==> config.mk <==
export PLATFORM = sky130hd
export DESIGN_NAME = mppt_mode_sel
export DESIGN_NICKNAME = d
export VERILOG_FILES = /design/src/rtl/mppt_pkg.sv /design/src/rtl/mppt_sample_ctr.sv /design/src/rtl/mppt_snapshot.sv /design/src/rtl/mppt_mode_decider.sv /design/src/rtl/mppt_mode_sel.sv
export SDC_FILE = /design/constraint.sdc
export NUM_CORES = 1
export LEC_CHECK = 0
export CORE_ASPECT_RATIO = 1.5
export CORE_UTILIZATION = 50
export CTS_CLUSTER_SIZE = 14
export DETAILED_ROUTE_END_ITERATION = 8
export GPL_TIMING_DRIVEN = 0
export PLACE_DENSITY = 0.82
export SYNTH_ARGS = -nofsm -noshare
export SYNTH_HDL_FRONTEND = slang
export SYNTH_HIERARCHICAL = 1
export SYNTH_SLANG_ARGS = --single-unit
==> constraint.sdc <==
create_clock -name clk -period 5 [get_ports clk]
set_input_delay 1 -clock clk [delete_from_list [all_inputs] [get_ports clk]]
set_output_delay 1 -clock clk [all_outputs]
set_load 0.005 [all_outputs]
==> src/rtl/mppt_pkg.sv <==
package mppt_pkg;
  typedef enum logic [1:0] {
    MODE_NONE  = 2'b00,
    MODE_BUCK  = 2'b01,
    MODE_BOOST = 2'b10,
    MODE_BB    = 2'b11
  } mppt_mode_e;
endpackage

==> src/rtl/mppt_sample_ctr.sv <==
module mppt_sample_ctr #(
  parameter int unsigned CNT_W = 8
) (
  input  logic             clk,
  input  logic             rst_n,
  output logic [CNT_W-1:0] cnt
);
  localparam logic [CNT_W-1:0] CNT_MAX = {CNT_W{1'b1}};

  always_ff @(posedge clk) begin
    if (!rst_n) cnt <= '0;
    else        cnt <= cnt + 1'b1;
  end


  ctr_wrap_chk: assert property (@(posedge clk) disable iff (!rst_n)
    (cnt == CNT_MAX) |=> (cnt == '0));

  ctr_step_chk: assert property (@(posedge clk) disable iff (!rst_n)
    (cnt != CNT_MAX) |=> (cnt == CNT_W'($past(cnt) + 1'b1)));
endmodule

==> src/rtl/mppt_snapshot.sv <==
module mppt_snapshot #(
  parameter int unsigned DATA_W = 8,
  localparam int unsigned PWR_W = 2 * DATA_W
) (
  input  logic              clk,
  input  logic              rst_n,
  input  logic              take,
  input  logic [DATA_W-1:0] volt,
  input  logic [DATA_W-1:0] curr,
  output logic [DATA_W-1:0] v_q,
  output logic [PWR_W-1:0]  p_q
);
  always_ff @(posedge clk) begin
    if (!rst_n) begin
      v_q <= '0;
      p_q <= '0;
    end else if (take) begin
      v_q <= volt;
      p_q <= PWR_W'(volt) * PWR_W'(curr);
    end
  end


  snap_hold_chk: assert property (@(posedge clk) disable iff (!rst_n)
    !take |=> ($stable(p_q) && $stable(v_q)));
endmodule

==> src/rtl/mppt_mode_decider.sv <==
module mppt_mode_decider
  import mppt_pkg::*;
#(
  parameter int unsigned DATA_W = 8,
  localparam int unsigned PWR_W = 2 * DATA_W
) (
  input  logic              clk,
  input  logic              rst_n,
  input  logic              trig,
  input  logic [DATA_W-1:0] v_a,
  input  logic [PWR_W-1:0]  p_a,
  input  logic [DATA_W-1:0] v_b,
  input  logic [PWR_W-1:0]  p_b,
  output mppt_mode_e        mode,
  output logic              vld
);
  logic       pend;
  logic       p_eq, p_up, v_eq, v_up;
  mppt_mode_e mode_nxt;

  assign p_eq = (p_b == p_a);
  assign p_up = (p_b >  p_a);
  assign v_eq = (v_b == v_a);
  assign v_up = (v_b >  v_a);

  always_comb begin
    if (p_eq)      mode_nxt = v_eq ? mode : MODE_BB;
    else if (p_up) mode_nxt = v_up ? MODE_BOOST : MODE_BUCK;
    else           mode_nxt = v_up ? MODE_BUCK  : MODE_BOOST;
  end

  always_ff @(posedge clk) begin
    if (!rst_n) begin
      pend <= 1'b0;
      vld  <= 1'b0;
      mode <= MODE_NONE;
    end else begin
      pend <= trig;
      vld  <= pend;
      if (pend) mode <= mode_nxt;
    end
  end


  vld_pulse_chk: assert property (@(posedge clk) disable iff (!rst_n)
    vld |=> !vld);

  mode_stable_chk: assert property (@(posedge clk) disable iff (!rst_n)
    !vld |-> (mode == $past(mode)));

  mode_hold_chk: assert property (@(posedge clk) disable iff (!rst_n)
    (vld && p_eq && v_eq) |-> (mode == $past(mode)));

  mode_bb_chk: assert property (@(posedge clk) disable iff (!rst_n)
    (vld && p_eq && !v_eq) |-> (mode == MODE_BB));
endmodule

==> src/rtl/mppt_mode_sel.sv <==
module mppt_mode_sel
  import mppt_pkg::*;
#(
  parameter int unsigned DATA_W = 8,
  parameter int unsigned CNT_W  = 8,
  parameter int unsigned SAMP_A = 100,
  parameter int unsigned SAMP_B = 200,
  localparam int unsigned PWR_W = 2 * DATA_W
) (
  input  logic              clk,
  input  logic              rst_n,
  input  logic [DATA_W-1:0] volt_code,
  input  logic [DATA_W-1:0] curr_code,
  output logic [1:0]        mode,
  output logic [PWR_W-1:0]  pwr_a,
  output logic [PWR_W-1:0]  pwr_b,
  output logic              mode_vld
);
  logic [CNT_W-1:0]  cnt;
  logic [DATA_W-1:0] v_snap [2];
  logic [PWR_W-1:0]  p_snap [2];
  mppt_mode_e        mode_e;

  mppt_sample_ctr #(.CNT_W(CNT_W)) ctr_i (
    .clk(clk), .rst_n(rst_n), .cnt(cnt)
  );

  for (genvar g = 0; g < 2; g++) begin : g_snap
    localparam int unsigned PT = (g == 0) ? SAMP_A : SAMP_B;
    mppt_snapshot #(.DATA_W(DATA_W)) snap_i (
      .clk(clk), .rst_n(rst_n),
      .take(cnt == CNT_W'(PT)),
      .volt(volt_code), .curr(curr_code),
      .v_q(v_snap[g]), .p_q(p_snap[g])
    );
  end

  mppt_mode_decider #(.DATA_W(DATA_W)) dec_i (
    .clk(clk), .rst_n(rst_n),
    .trig(cnt == CNT_W'(SAMP_B)),
    .v_a(v_snap[0]), .p_a(p_snap[0]),
    .v_b(v_snap[1]), .p_b(p_snap[1]),
    .mode(mode_e), .vld(mode_vld)
  );

  assign mode  = mode_e;
  assign pwr_a = p_snap[0];
  assign pwr_b = p_snap[1];


  vld_slot_chk: assert property (@(posedge clk) disable iff (!rst_n)
    mode_vld |-> (cnt == CNT_W'(SAMP_B + 2)));

  pwr_b_slot_chk: assert property (@(posedge clk) disable iff (!rst_n)
    (cnt != CNT_W'(SAMP_B + 1)) |-> $stable(pwr_b));
endmodule

* Word level (Yosys, flattened, before mapping)
Cells that the tools add are included.
** Storage, ports and cells
- Input port bits :: 18
- Word-level logic and storage cells :: 23
- Output and inout bits :: 35
- Flip-flop bits (word level) :: 60
** Cells by class
- Equality and inequality tests :: 5
- Reduce and logical (&&, ||, !) cells :: 1
- Magnitude comparators :: 2
- Multiplexer cells :: 5
- Add/sub/neg operators :: 1
- Multiply operators :: 1
** Operators with widths (number)
- equality test 16 bit :: 1
- greater-than comparator 16 bit :: 1
- multiplier 8 x 8 -> 16 bit :: 1
- 2-to-1 mux 2 bit :: 5
- adder 8 x 1 -> 8 bit, second input constant :: 1
- equality test 8 x 7 -> 1 bit, second input constant :: 1
- equality test 8 bit :: 1
- equality test 8 bit, second input constant :: 1
- greater-than comparator 8 bit :: 1
- inequality test 2 bit, second input constant :: 1
- AND reduction 2 bit :: 1

* Depth between registers and ports, before layout
Gate-level depths: netlist of run 1.
- Depth after elaboration :: 4
- Depth in mapped cells :: 16
- Depth with buffers taken out :: 16

* Cells and area by module
The synthesis of run 1 kept the hierarchy.
** Modules (own cells, without submodules)
- mppt_snapshot (g_snap[0].snap_i) :: times used 1, sequential area each 480.5 um^2, cells each 331, area an instance 3029.2 um^2
- mppt_snapshot (g_snap[1].snap_i) :: times used 1, sequential area each 480.5 um^2, cells each 325, area an instance 2987.9 um^2
- mppt_mode_decider :: times used 1, sequential area each 80.1 um^2, cells each 98, area an instance 750.7 um^2
- mppt_sample_ctr :: times used 1, sequential area each 160.2 um^2, cells each 32, area an instance 324.1 um^2
- mppt_mode_sel :: times used 1, sequential area each 0.0 um^2, cells each 5, area an instance 40.0 um^2

* Least setup slack after synthesis of run 1
No wires, ideal clock.
- Kind :: input port to flip-flop
- Start :: input port curr_code[2]
- End :: register g_snap[1].snap_i.p_q[12]
- Cell stages on the path :: 16
- Setup time :: 60 ps
- Buffers on the path :: 0
- Path slack :: 187 ps
- Data arrival time :: 4753 ps
- Path through :: and2_1 > fa_1 > inv_1 > fa_1 > inv_1 > fa_1 > inv_1 > fa_1 > inv_1 > ha_1 > a21oi_2 > nand2_1 > a221o_1 > a22o_1 > mux2_4 > nand3_2
** Between the ends
- Cells in the longest elaborated chain, start to end :: 1
** Ends and longest elaborated chain
- start: declaration :: line mppt_mode_sel.sv:13 : input logic [DATA_W-1:0] curr_code,
- multiplier 8 x 8 -> 16 bit :: line mppt_snapshot.sv:19 : p_q <= PWR_W'(volt) * PWR_W'(curr);
- end signal: assignment :: line mppt_snapshot.sv:19
- end: declaration :: line mppt_snapshot.sv:11 : output logic [PWR_W-1:0] p_q
Every way passes these cells.
A chain may end at the register's enable or synchronous reset.

* Final worst setup path of run 1
Ends and elaborated chain as after synthesis.

==> impl_results.md, run 1 <==
* DIE HEIGHT at 148 um
* Buffers plus inverters on the worst setup path at 5
* Final cycle utilization of the critical path at 97.4%
* Setup slack, reg-to-reg at 2750 ps
* Area growth from synthesis to layout at 13.8%
* EDFF count, synth at 0
* Total number of placement rows at 53
* Cell area after placement at 7890 um2
* Post-Synthesis Net Count at 978
* Clock network latency to the later pin of the worst-skew pair at 330 ps
* Clock tree root buffer cell: sky130_fd_sc_hd__clkbuf_16
* Count of vias placed by the detailed router at 5657
* Leading post-synthesis cells by cell area: sky130_fd_sc_hd__fa_1, sky130_fd_sc_hd__ha_1, sky130_fd_sc_hd__dfxtp_1
* # port buffers at 52
* Vias in the first global route at 5706
* Internal power at 1.39 mW
* Switching pwr at 0.974 mW
* Fmax at 205 MHz
* Critical path cell sequence: clkbuf_4 > and2_1 > fa_1 > inv_1 > fa_1 > inv_1 > fa_1 > inv_1 > fa_1 > inv_1 > ha_2 > a21oi_2 > nand2_1 > a221o_1 > a22o_1 > mux2_4 > nand3_2
* Slowest cell delay on critical path at 530 ps
* Primary FF master, synth: sky130_fd_sc_hd__dfxtp_1
* Mean instance size in the synthesized netlist at 9.02 um2
* Synthesized instance count at 791
* Max FO, Critical Path at 16
* Reg2Reg Depth at 7
* Critical Path Sink: g_snap[1].snap_i/p_q[12]
* Setup total negative slack at 0 ps
* Nets at 1041
* Final worst-path setup slack at 130 ps
* Kind of critical path: in -> reg
* Maximum VDD drop at 0.362 mV
* Area occupied by multi-input gates at 5420 um2
* Reg2reg end: g_snap[1].snap_i/p_q[12]
* Total stage count of the critical path at 17
* Maximum capacitance violations at 0
* Measured slew at the worst slew-check pin at 698 ps
* Register bit count reported by yosys at 60
* Path category of the worst min-delay check: reg -> reg
* Worst slack after detailed placement at -1080 ps
* Total power density per cell area at 291 nW/um2
* Fillers at 1195
* Routability congestion estimate at 0.933
* Number of cells after detailed placement at 1035
* Max-slew headroom at 53.4%
* Crit Reg-Reg Startpoint: ctr_i/cnt[0]
* CP max-delay cell: sky130_fd_sc_hd__fa_1
* Storage cell area at 1200 um2
* Starting density of the core at 51.0%
* Leak Pwr at 3.67 nW
* Most common library cells after synthesis: sky130_fd_sc_hd__inv_1, sky130_fd_sc_hd__and2_1, sky130_fd_sc_hd__ha_1, sky130_fd_sc_hd__fa_1, sky130_fd_sc_hd__nand2_1
* Area share of the leading cell type in the synthesized netlist at 20.2%
* Detailed-placement wirelength estimate at 13100 um
* Worst Path Required at 5270 ps
* Buffer depth of the longest clock path at 2
* Post-Layout Inst Area at 8120 um2
* Number of different library cells in the post-synthesis netlist at 62
* Per-cell via count in the routed design at 5.38
* Crit path arrival time at 5140 ps
* Library cell with the highest instance count after synthesis: sky130_fd_sc_hd__inv_1
* Setup crit end kind: flop
* Boundary pin count at 53
* Grt total ovfl at 0
* Final Power at 2.36 mW
* Non-filler instance count after layout at 1051
* Fraction of power consumed by the clock network at 23.2%
* Clock slew at the register clock pins of the worst setup and hold paths at 50 ps
* Number of antenna violations at the first check in global routing at 0
* Power share of the combinational group at 56.3%
* Fraction of power spent switching nets at 41.2%
* Max Transition Viols Final at 0
* Critical path startpoint category: input port
* Unrepaired setup endpoints after global routing: false
* Pin count of the biggest net entering global routing at 19
* Total Routing Usage GR at 24.9%
* Status: completed
* Final wirelength at 17300 um
* Final critical-path required period at 4870 ps
* Length of the first detailed-routing pass in iterations at 7
* Post-route DRC violation count at 0
* Startpoint of the tightest hold check path: g_snap[0].snap_i/p_q[10]
* Horizontal die dimension at 99.5 um
* Total number of yosys warnings at 6
* Reg power frac at 20.5%
* Die footprint at 14800 um2
* Detailed Route Iter0 Violations at 251
* Clock Skew at 5.87 ps
* Depth of the CTS H-tree at 3
* Fraction of synthesis flops using an asynchronous set or reset pin at 0%
* Final antenna-violating net count at 0
* Sequential-to-total area share from yosys stat at 16.8%
* Fin. Hold Viols at 0
* Cell type contributing the most total cell area after synthesis: sky130_fd_sc_hd__fa_1
* Proportion of layout cells with a drive suffix above 1 at 5.70%
* Clock net sink count at 60
* Mapped cell area at 7130 um2
* Cell type group with the largest total delay on the critical path: adder cells
* Standard cell core area at 14000 um2
* Setup crit start: curr_code[2]
* Detail-routed net length per standard cell at 16.4 um
* Total clock buffers created by CTS at 9
* Number of diodes added for antenna fixing at 0
* TritonCTS clock tree: done
* Global-route wire length before repair at 28500 um
* Setup violators final at 0
-- power groups by stage --
| stage | sequential, mW | clock (mW) | combinational, mW |
|---|---|---|---|
| after floorplan | 0.492 | 0 | 1.02 |
| after global placement | 0.493 | 0 | 1.29 |
| after detailed placement | 0.493 | 0 | 1.31 |
| after CTS | 0.484 | 0.559 | 1.32 |
| after global routing | 0.484 | 0.579 | 1.51 |
| final | 0.484 | 0.549 | 1.33 |
-- timing repair --
item	CTS	global route
endpoints found under the setup margin	18	9
hold buffers	0	0
resized for setup	67	21
buffers inserted	0	0
-- registers in the layout, summed over array words and instances, names as in the netlist --
name / flops
dec_i/mode: 2
g_snap.snap_i/p_q: 32
dec_i/pend: 1
dec_i/vld: 1
g_snap.snap_i/v_q: 16
ctr_i/cnt: 8
-- metrics by stage --
step,utilization [%],hold WS (ps)
global placement,56.4,465
detailed placement,56.4,471
floorplan,-,442
CTS,58.0,489
finish,58.0,482
global route,58.0,510
-- worst min-delay path: stages (launching register included) --
cell,delay (ps)
sky130_fd_sc_hd__dfxtp_1,340
sky130_fd_sc_hd__nand2_1,50
sky130_fd_sc_hd__o21ai_0,60
-- routing by layer --
metal | GRT usage (%) | vias to the layer above | part of all wire, %
met5 | 0 | - | 0
met4 | 12.5 | 0 | 4.2
met3 | 2.49 | 39 | 2.4
met2 | 44.4 | 114 | 52
met1 | 29.5 | 2776 | 41
li1 | - | 2728 | -
-- cell usage in the layout (no fill, tap or decap), types with 6 or more instances in the layout --
master                            instances
sky130_fd_sc_hd__a21oi_1                 21
sky130_fd_sc_hd__clkbuf_1                12
sky130_fd_sc_hd__clkbuf_16                9
sky130_fd_sc_hd__dfxtp_1                 60
sky130_fd_sc_hd__o21ai_1                  6
sky130_fd_sc_hd__inv_1                  124
sky130_fd_sc_hd__mux2i_1                 33
sky130_fd_sc_hd__o211ai_1                 6
sky130_fd_sc_hd__and2_1                  99
sky130_fd_sc_hd__o21ai_0                 19
sky130_fd_sc_hd__clkdlybuf4s50_1         36
sky130_fd_sc_hd__buf_2                    8
sky130_fd_sc_hd__a21o_1                   7
sky130_fd_sc_hd__nand2_1                 61
sky130_fd_sc_hd__nand3b_1                 6
sky130_fd_sc_hd__nand2b_1                 9
sky130_fd_sc_hd__ha_1                    95
sky130_fd_sc_hd__nor2_1                  18
sky130_fd_sc_hd__xnor2_1                 13
sky130_fd_sc_hd__nand3_1                 12
sky130_fd_sc_hd__nor2b_1                 35
sky130_fd_sc_hd__clkbuf_4                 6
sky130_fd_sc_hd__fa_1                    72
-- how the worst min path moves through the flow --
stage	to	cells after the start	slack, ps
after floorplan	ctr_i/cnt[0]	1	440
after global placement	ctr_i/cnt[0]	1	460
after detailed placement	ctr_i/cnt[0]	1	470
after CTS	g_snap[0].snap_i/p_q[10]	2	490
after global routing	g_snap[0].snap_i/p_q[10]	2	510
final	g_snap[0].snap_i/p_q[10]	2	480
-- cells by family (layout without fill, tap and decap cells) --
kind of cell / count (synthesis) / in the layout / share of synthesized area [%]
buffers and inverters: 136 / 204 / 7.23
xor gates and xnor gates: 17 / 17 / 2.09
muxes: 34 / 34 / 4.84
AOI/OAI and AO/OA: 105 / 105 / 10.2
DFF: 60 / 60 / 16.8
adders and majority gates: 169 / 169 / 37.2
and+or+nand+nor: 270 / 270 / 21.6
-- layout make-up --
class | instances | share of cell area [%]
Multi-Input combinational cell | 595 | 66.8
Sequential cell | 60 | 14.8
Timing Repair Buffer | 52 | 5.83
Inverter | 124 | 5.73
Clock buffer | 14 | 3.13
Tap cell | 192 | 2.96
Buffer | 12 | 0.617
Clock inverter | 2 | 0.123
(Power assumes the default switching activity.)
==> run 2, diff against run 1 <==
- PLACE_DENSITY: 0.82 -> 0.72
==> run 2 against run 1 <==
Against the previous run: via count fell by 0.72%; clock-buffer cell count fell by 2; sequential power barely moved; global-route usage fell by 0.42 points; die area did not move; worst setup slack improved by 29 ps; non-clock buffer count did not move.
==> impl_results.md, run 2 (synthesis results as in run 1) <==
* Status: completed
* Fraction of met2 tracks used by global routing at 43.3% (-1.1 points)
* Leak Pwr at 3.68 nW (+0.37%)
* Worst Hold Margin at 488 ps (+5.24 ps)
* Leading registers by flop count: g_snap.snap_i/p_q (32), g_snap.snap_i/v_q (16), ctr_i/cnt (8)
* Setup total negative slack at 0 ps (unchanged)
* Critical path cell sequence: clkbuf_4 > and2_1 > fa_1 > inv_1 > fa_1 > inv_1 > fa_1 > inv_1 > fa_1 > inv_1 > ha_2 > a21oi_2 > nand2_1 > a221o_1 > a22o_1 > mux2_4 > nand3_2
* Total clock buffers created by CTS at 9 (unchanged)
* Pin count of the biggest net entering global routing at 19 (unchanged)
* Unrepaired setup endpoints after global routing: false
* Total stage count of the critical path at 17 (unchanged)
* Number of cells after detailed placement at 1035 (unchanged)
* Reg2reg end: g_snap[1].snap_i/p_q[12]
* Detailed-placement wirelength estimate at 13200 um (+0.77%)
* Critical Path Sink: g_snap[1].snap_i/p_q[12]
* Path category of the worst min-delay check: reg -> reg
* Measured slew at the worst slew-check pin at 694 ps (-4.37 ps)
* Clock tree root buffer cell: sky130_fd_sc_hd__clkbuf_16
* Hold path depth at 1 (-1)
* Max FO, Critical Path at 16 (unchanged)
* Register with the most flip-flops: g_snap.snap_i/p_q
* Final wirelength at 17200 um (-0.23%)
* Final critical-path required period at 4840 ps (-29.1 ps)
* Critical path startpoint category: input port
* Post-route DRC violation count at 0 (unchanged)
* Per-cell via count in the routed design at 5.34 (-0.72%)
* Grt total ovfl at 0 (unchanged)
* Most frequent cells in the layout: sky130_fd_sc_hd__inv_1, sky130_fd_sc_hd__and2_1, sky130_fd_sc_hd__ha_1
* Setup crit end kind: flop
* Hold buffer count at cts at 0 (unchanged)
* Fmax at 207 MHz (+0.60%)
* Worst Path Required at 5270 ps (about the same)
* Most common library cell in the layout ignoring fill and taps: sky130_fd_sc_hd__inv_1
* Horizontal die dimension at 99.5 um (unchanged)
* Slowest cell delay on critical path at 530 ps (about the same)
* Reg2Reg Depth at 7 (unchanged)
* Nets at 1041 (unchanged)
* Length of the first detailed-routing pass in iterations at 4 (-3)
* Number of antenna violations at the first check in global routing at 0 (unchanged)
* Count of vias placed by the detailed router at 5616 (-0.72%)
* Crit path arrival time at 5110 ps (-30 ps)
* Total number of placement rows at 53 (unchanged)
* Depth of the CTS H-tree at 3 (unchanged)
* Area growth from synthesis to layout at 14.2%
* Clock slew at the register clock pins of the worst setup and hold paths at 50 ps (about the same)
* Boundary pin count at 53 (unchanged)
* Clock net sink count at 60 (unchanged)
* Setup violators final at 0 (unchanged)
* Buffers plus inverters on the worst setup path at 5 (unchanged)
* Max Transition Viols Final at 0 (unchanged)
* Largest register FFs at 32 (unchanged)
* End-of-flow core utilization at 58.2% (+0.21 points)
* Vias in the first global route at 5554 (-2.7%)
* Setup crit start: curr_code[3]
* Die footprint at 14800 um2 (unchanged)
* # port buffers at 52 (unchanged)
* Maximum capacitance violations at 0 (unchanged)
* DIE HEIGHT at 148 um (unchanged)
* Final antenna-violating net count at 0 (unchanged)
* CP max-delay cell: sky130_fd_sc_hd__fa_1
* Number of setup buffers added after CTS at 0 (unchanged)
* Clock Skew at 6.70 ps (+0.833 ps)
* Crit Reg-Reg Startpoint: ctr_i/cnt[3]
* Buffer depth of the longest clock path at 2 (unchanged)
* Proportion of layout cells with a drive suffix above 1 at 5.82% (+0.12 points)
* Standard cell core area at 14000 um2 (unchanged)
* Maximum VDD drop at 0.344 mV (-4.8%)
* Clock network latency to the later pin of the worst-skew pair at 330 ps (about the same)
* Met1 Use GR at 30.0% (+0.54 points)
* GRT Max-Usage Layer: met2
* Number of diodes added for antenna fixing at 0 (unchanged)
* Final cycle utilization of the critical path at 96.8% (-0.58 points)
* GR Util met3 at 2.07% (-0.42 points)
* Setup slack, reg-to-reg at 2670 ps (-80 ps)
* Total Routing Usage GR at 24.5% (-0.42 points)
* Global-route wire length before repair at 28000 um (-1.9%)
* TritonCTS clock tree: done
* Fin. Hold Viols at 0 (unchanged)
* Total power density per cell area at 295 nW/um2 (+1.4%)
* Non-filler instance count after layout at 1051 (unchanged)
* Kind of critical path: in -> reg
* Cell type group with the largest total delay on the critical path: adder cells
* Detail-routed net length per standard cell at 16.4 um (-0.23%)
* Detailed Route Iter0 Violations at 251 (unchanged)
* Routability congestion estimate at 0.877 (-6.0%)
* Max-slew headroom at 53.7% (+0.29 points)
* Starting density of the core at 51.0% (unchanged)
## run 2: cell count changes in the layout (fill, tap and decap cells not counted), sizes merged
cell / delta
inv: +1
clkbuf: -3
bufinv: +1
buf: +1
## run 2: worst reg2reg max path: stages (launching register included)
cell                       delay [ps]
sky130_fd_sc_hd__dfxtp_1          450
sky130_fd_sc_hd__or4bb_1          500
sky130_fd_sc_hd__nor2_1           250
sky130_fd_sc_hd__clkbuf_1         260
sky130_fd_sc_hd__buf_2            330
sky130_fd_sc_hd__nand4b_1         140
sky130_fd_sc_hd__mux2_4           300
sky130_fd_sc_hd__nand3_2           50
## run 2: area by class of cell
| class | count | area [um2] |
|---|---|---|
| Clock inverter | 4 | 48.8 |
| Timing Repair Buffer | 52 | 482 |
| Inverter | 124 | 465 |
| Fill cell | 1282 | 5840 |
| Sequential cell | 60 | 1200 |
| Clock buffer | 12 | 236 |
| Tap cell | 192 | 240 |
| Multi-Input combinational cell | 595 | 5420 |
| Buffer | 12 | 50.0 |
## run 2: power by group
group / switching (mW) / total, mW / leakage [nW] / internal, mW
clock: 0.216 / 0.601 / 0.141 / 0.386
sequential: 0.00248 / 0.483 / 0.484 / 0.481
combinational: 0.759 / 1.32 / 3.06 / 0.562
total: 0.977 / 2.41 / 3.68 / 1.43
## run 2: what timing repair did
action,in CTS,in global routing
gates resized for setup,70,24
endpoints found under the setup margin,19,10
pin swaps,0,0
## run 2: through the flow
| stage | instance area [um2] | power, mW | setup WS [ps] |
|---|---|---|---|
| CTS | 8120 | 2.41 | 2.77 |
| global placement | 7890 | 1.79 | -1090 |
| detailed placement | 7890 | 1.80 | -1100 |
| finish | 8150 | 2.41 | 159 |
| floorplan | 7130 | 1.51 | 187 |
| global route | 8150 | 2.62 | 8.44 |
## run 2: routing by layer
metal | vias up | part of all wire (%)
li1 | 2728 | -
met1 | 2726 | 42
met2 | 126 | 51
met3 | 36 | 2.9
met4 | 0 | 4.1
met5 | - | 0
## run 2: how the worst min path moves through the flow
| stage | startpoint | end |
|---|---|---|
| after floorplan | ctr_i/cnt[0] | ctr_i/cnt[0] |
| after global placement | ctr_i/cnt[0] | ctr_i/cnt[0] |
| after detailed placement | ctr_i/cnt[0] | ctr_i/cnt[0] |
| after CTS | ctr_i/cnt[0] | ctr_i/cnt[0] |
| after global routing | ctr_i/cnt[0] | ctr_i/cnt[0] |
| final | ctr_i/cnt[0] | ctr_i/cnt[0] |
